==> config.mk <==
export PLATFORM = sky130hd
export DESIGN_NAME = resv_monitor
export DESIGN_NICKNAME = d
export VERILOG_FILES = /design/src/rtl/resv_pkg.sv /design/src/rtl/resv_align_chk.sv /design/src/rtl/resv_gran_match.sv /design/src/rtl/resv_monitor.sv
export SDC_FILE = /design/constraint.sdc
export NUM_CORES = 1
export LEC_CHECK = 0
export BUFFER_PORTS_ARGS = -buffer_cell sky130_fd_sc_hd__buf_2
export CORE_UTILIZATION = 45
export CTS_CLUSTER_SIZE = 40
export DETAILED_ROUTE_END_ITERATION = 8
export PLACE_DENSITY = 0.76
export SLEW_MARGIN = 25
export SYNTH_ARGS = -nofsm -noshare
export SYNTH_HDL_FRONTEND = slang
export SYNTH_SLANG_ARGS = --single-unit
==> constraint.sdc <==
create_clock -name clk -period 2.2 [get_ports clk]
set_input_delay 0.33 -clock clk [delete_from_list [all_inputs] [get_ports clk]]
set_output_delay 0.33 -clock clk [all_outputs]
set_load 0.03 [all_outputs]
==> src/rtl/resv_pkg.sv <==
`timescale 1ns/1ps
package resv_pkg;
    // Default geometry shared by the tracker and its checker
    localparam int unsigned DEF_ADDR_W     = 32;
    localparam int unsigned DEF_GRAN_BYTES = 32;
    localparam int unsigned DEF_WORD_BYTES = 4;
endpackage

==> src/rtl/resv_align_chk.sv <==
`timescale 1ns/1ps
module resv_align_chk #(
    parameter int unsigned ADDR_W  = 32,
    parameter int unsigned ALIGN_W = 2
) (
    input  logic [ADDR_W-1:0] addr,
    output logic              aligned
);
    generate
        if (ALIGN_W == 0) begin : g_byte
            assign aligned = 1'b1;
        end else begin : g_word
            assign aligned = ~|addr[ALIGN_W-1:0];
        end
    endgenerate
endmodule

==> src/rtl/resv_gran_match.sv <==
`timescale 1ns/1ps
module resv_gran_match #(
    parameter int unsigned TAG_W = 27
) (
    input  logic [TAG_W-1:0] tag_a,
    input  logic [TAG_W-1:0] tag_b,
    output logic             hit
);
    assign hit = (tag_a == tag_b);
endmodule

==> src/rtl/resv_monitor.sv <==
`timescale 1ns/1ps
module resv_monitor
    import resv_pkg::*;
#(
    parameter int unsigned ADDR_W     = DEF_ADDR_W,
    parameter int unsigned GRAN_BYTES = DEF_GRAN_BYTES,
    parameter int unsigned WORD_BYTES = DEF_WORD_BYTES
) (
    input  logic              clk,
    input  logic              rst_n,
    input  logic [ADDR_W-1:0] req_addr_i,
    input  logic              reserve_i,
    input  logic              cond_store_i,
    input  logic              snoop_we_i,
    input  logic [ADDR_W-1:0] snoop_addr_i,
    output logic              sc_success_o,
    output logic              align_fault_o
);
    localparam int unsigned OFF_W   = $clog2(GRAN_BYTES);
    localparam int unsigned ALIGN_W = $clog2(WORD_BYTES);
    localparam int unsigned TAG_W   = ADDR_W - OFF_W;

    typedef struct packed {
        logic             valid;
        logic [TAG_W-1:0] tag;
        logic             success;
        logic             fault;
    } state_t;

    state_t state_d, state_q;

    logic [TAG_W-1:0] req_tag, snoop_tag;
    logic             req_aligned;
    logic             snoop_eq_old, snoop_eq_new;
    logic             hit_old, hit_new;

    assign req_tag   = req_addr_i[ADDR_W-1:OFF_W];
    assign snoop_tag = snoop_addr_i[ADDR_W-1:OFF_W];

    // Offset bits inside a granule play no part in tag comparison
    logic unused_low;
    assign unused_low = ^{snoop_addr_i[OFF_W-1:0], req_addr_i[OFF_W-1:0]};

    resv_align_chk #(.ADDR_W(ADDR_W), .ALIGN_W(ALIGN_W)) u_align (
        .addr    (req_addr_i),
        .aligned (req_aligned)
    );

    resv_gran_match #(.TAG_W(TAG_W)) u_match_old (
        .tag_a (snoop_tag),
        .tag_b (state_q.tag),
        .hit   (snoop_eq_old)
    );

    resv_gran_match #(.TAG_W(TAG_W)) u_match_new (
        .tag_a (snoop_tag),
        .tag_b (req_tag),
        .hit   (snoop_eq_new)
    );

    assign hit_old = snoop_we_i & state_q.valid & snoop_eq_old;
    assign hit_new = snoop_we_i & snoop_eq_new;

    always_comb begin
        state_d         = state_q;
        state_d.success = 1'b0;
        state_d.fault   = (reserve_i | cond_store_i) & ~req_aligned;

        // Remote write to the held granule cancels it first
        if (hit_old) begin
            state_d.valid = 1'b0;
        end

        // Store is judged against the reservation held before this cycle
        if (cond_store_i && req_aligned) begin
            state_d.success = state_q.valid & ~hit_old;
            state_d.valid   = 1'b0;
        end

        // A new reservation is taken after the store consumed the old one
        if (reserve_i && req_aligned) begin
            state_d.tag   = req_tag;
            state_d.valid = ~hit_new;
        end
    end

    always_ff @(posedge clk) begin
        if (!rst_n) begin
            state_q <= '0;
        end else begin
            state_q <= state_d;
        end
    end

    assign sc_success_o  = state_q.success;
    assign align_fault_o = state_q.fault;
endmodule

==> summary.md <==
| Metric | Value |
|---|---|
| Final Cell Area | 0.00214 sq mm |
| Most used routing layer | met2 |
| Max-cap violations | 0 |
| Startpoint Class | flip-flop |
| Largest family of logic cells by synthesized area | XOR/XNOR gates |
| Initial antenna violation count | 0 |
| First-pass GRT wire length | around 6300 microns |
| Cells after Synth | ~200 |
| CTS tree | done |
| Sw power | 0.000328 W |
| Syn Nets | approximately 270 |
| CTS Buffer Depth | 2 |
| Setup Viol. Count Final | 0 |
| Slew @ Worst Pin | around 0.5 ns |
| Reg2reg start | state_q[17] |
| Worst Hold Class | in -> reg |
| Vias in the first global route | about 1,300 |
| Drt pass-1 iters | 4 |
| Min Tclk post-route | approximately 1.5 ns |
| Die Ht | 63.4 microns |
| Vias/cell | 4.81 |
| Ys async rst share | 0% |
| Grt met3 use | under 10% |
| Synth Area in Adders | 0% |
| GR Util met1 | about 27% |
| Register bit total from synthesis | 30 |
| Fill cells | about 340 |
| Post-cts hold buffer count | 0 |
| Clk_lat worst skew | between 0.2 and 0.3 ns |
| Commonest cells after routing, fill and taps aside | buf_2, nand2_1, xnor2_1, dfxtp_1, a21boi_1 |
| Synth Area in Compound Gates | approximately 13% |
| Unrepaired setup endpoints after global routing | no |
| Row cnt | 21 |
| Placed insts | just over 300 |
| Worst Setup End Kind | flip-flop |
| Full die area | about 0.0040 sq mm |
| Hold Path End | state_q[10] |
| Leak | roughly 0.86 nW |
| Hpwl dp | about 3000 microns |
| VDD IR-drop max | 0.000400 V |
| Hold path start | req_addr_i[13] |
| Final TNS setup | 0 ns |
| Port bufs | 62 |
| Critical Path AT | 1.70 ns |
| Layout cells sized above 1 | 27.3% |
| Post-CTS setup buffer count | 0 |
| Total Nets Final | ~340 |
| Tot GR Track Use | a little over a fifth |
| Sequential-to-total area share from yosys stat | approximately 35% |
| Crit Path Class | reg -> reg |
| Post-synth EDFFs | 0 |
| Flop pwr share | ~46% |
| Fin. max-slew vios | 0 |
| Combinational share of power | 18.6% |
| Mux cell area share after synthesis | 0% |
| Total grt overflow | 0 |
| Max_slew headroom | around two thirds |
| Chip width | roughly 63 microns |
| PnR worst setup slack | between 0.6 and 0.7 ns |
| RR Endpoint | state_q[29] |
| Yosys warns | 0 |
| Hold path cells | 3 |
| Power per cell area | around 600 mW/mm^2 |
| Commonest non-fill, non-tap cell in the layout | buf_2 |
| Pre-CTS WS | between 0.4 and 0.5 ns |
| Simple-gate area share of the yosys netlist | 21.8% |
| Ant diodes | 0 |
| Routed WL | 3980 microns |
| F_max | 649 MHz |
| Vias | about 1,500 |
| Routability cong. | between 0.7 and 0.8 |
| Largest net degree at the start of global routing | 32 |
| Initial DRC count | 74 |
| WP data required | about 2.4 ns |
| Post-synthesis cell area | around 0.0017 sq mm |
| Core area | approximately 0.0035 sq mm |
| Final antenna-violating net count | 0 |
| Final period util | 70.1% |
| CTS clock-pin slew for the worst setup and hold paths | roughly 0.06 ns |
| Final Instance Count excl. Fillers | roughly 310 |
| H-tree depth | 2 |
| Worst Skew | 0.00609 ns |
| Ys flop type | dfxtp_1 |
| Number of buffers created by CTS | 5 |
| DP Area | a little over 0.002 sq mm |
| Fraction of synthesized cell area in xor and xnor cells | between 20% and 30% |
| Mapped Avg Cell Area | around 8.4 sq um |
| Switching share of power | between 20% and 30% |
| Reg2Reg Depth | 5 |
| Initial core utilization | between 40% and 50% |
| CP max FO | 2 |
| Wire per inst | 12.7 microns |
| Syn-to-layout area delta | 26.0% |
| Root Buffer | clkbuf_8 |
| Sink Count | 30 |
| DRC viols | 0 |
| Cell-internal power | slightly above 0.0009 W |
| M2 GR Usage | roughly a third |
| Final Hold Fails | 0 |
| Clk pwr share | between 30 and 40% |
| Synth cell types | 17 |
| Post_cts resized | 0 |
| Ports | 71 |
| Reg2Reg Setup Slack | about 0.66 ns |
| Outcome | finished clean |
| WHS | 0.298 ns |
[final cells by class]
type | instances | area [sq um] | area share (%)
clock buffer | 7 | 86.3 | 4.04
timing repair buffer | 64 | 325 | 15.2
sequential | 30 | 601 | 28.1
tap | 46 | 57.6 | 2.69
multi-input combinational | 165 | 1060 | 49.7
clock inverter | 1 | 5.00 | 0.234
[cell families after synthesis]
logic type                after synthesis
AOI/OAI and AO/OA                      30
xor gates and xnor gates               54
buffers and inverters                   8
DFF                                    30
and+or+nand+nor                        81
[worst max path at each step]
stage | end | slack [ns] | cells after the start | from
detailed placement | state_q[29] | 0.47 | 6 | req_addr_i[5]
global route | state_q[29] | 0.46 | 5 | state_q[17]
finish | state_q[29] | 0.66 | 5 | state_q[17]
global placement | state_q[29] | 0.50 | 6 | req_addr_i[5]
CTS | state_q[29] | 0.67 | 5 | state_q[17]
floorplan | state_q[29] | 0.79 | 5 | req_addr_i[17]
[cells in the mapped netlist, types with 2 or more instances]
master	n	area share (%)
nand2_1	57	13
xnor2_1	39	20
dfxtp_1	30	35
a21boi_1	27	12
xor2_1	15	7.7
nand4_1	11	4.1
clkbuf_1	5	1.1
nor4_1	5	1.8
buf_2	3	0.89
nor2_1	3	0.66
o21ai_0	2	0.59
[critical path, cell delays in order (launching register included)]
cell and delay, ns:
dfxtp_1 0.32, xor2_1 0.16, nor4_1 0.33, nand4_1 0.17, nor4_1 0.30, o22ai_1 0.14
[sequential cells by signal, summed over array words and instances, names as in the netlist]
register       count
sc_success_o       1
align_fault_o      1
state_q           28
[through the flow]
stage,util (%),power [W]
floorplan,-,0.000710
global placement,58.9,0.000817
detailed placement,58.9,0.000820
CTS,61.6,0.00128
global route,61.6,0.00133
finish,61.6,0.00126
[layer usage]
layer / routed length, microns / part of all wire, %
met5: 0 / 0
met2: 1810 / 46
met3: 265 / 6.7
met4: 67 / 1.7
met1: 1840 / 46
[power groups by stage]
stage	clock network [W]	logic (W)	registers, W
3_3_place_gp	0	0.000233	0.000584
2_1_floorplan	0	0.000123	0.000586
5_1_grt	0.000502	0.000257	0.000574
3_5_place_dp	0	0.000235	0.000585
6_report	0.000451	0.000234	0.000573
4_1_cts	0.000467	0.000236	0.000573
No activity file was read; power rests on OpenSTA's default activity.
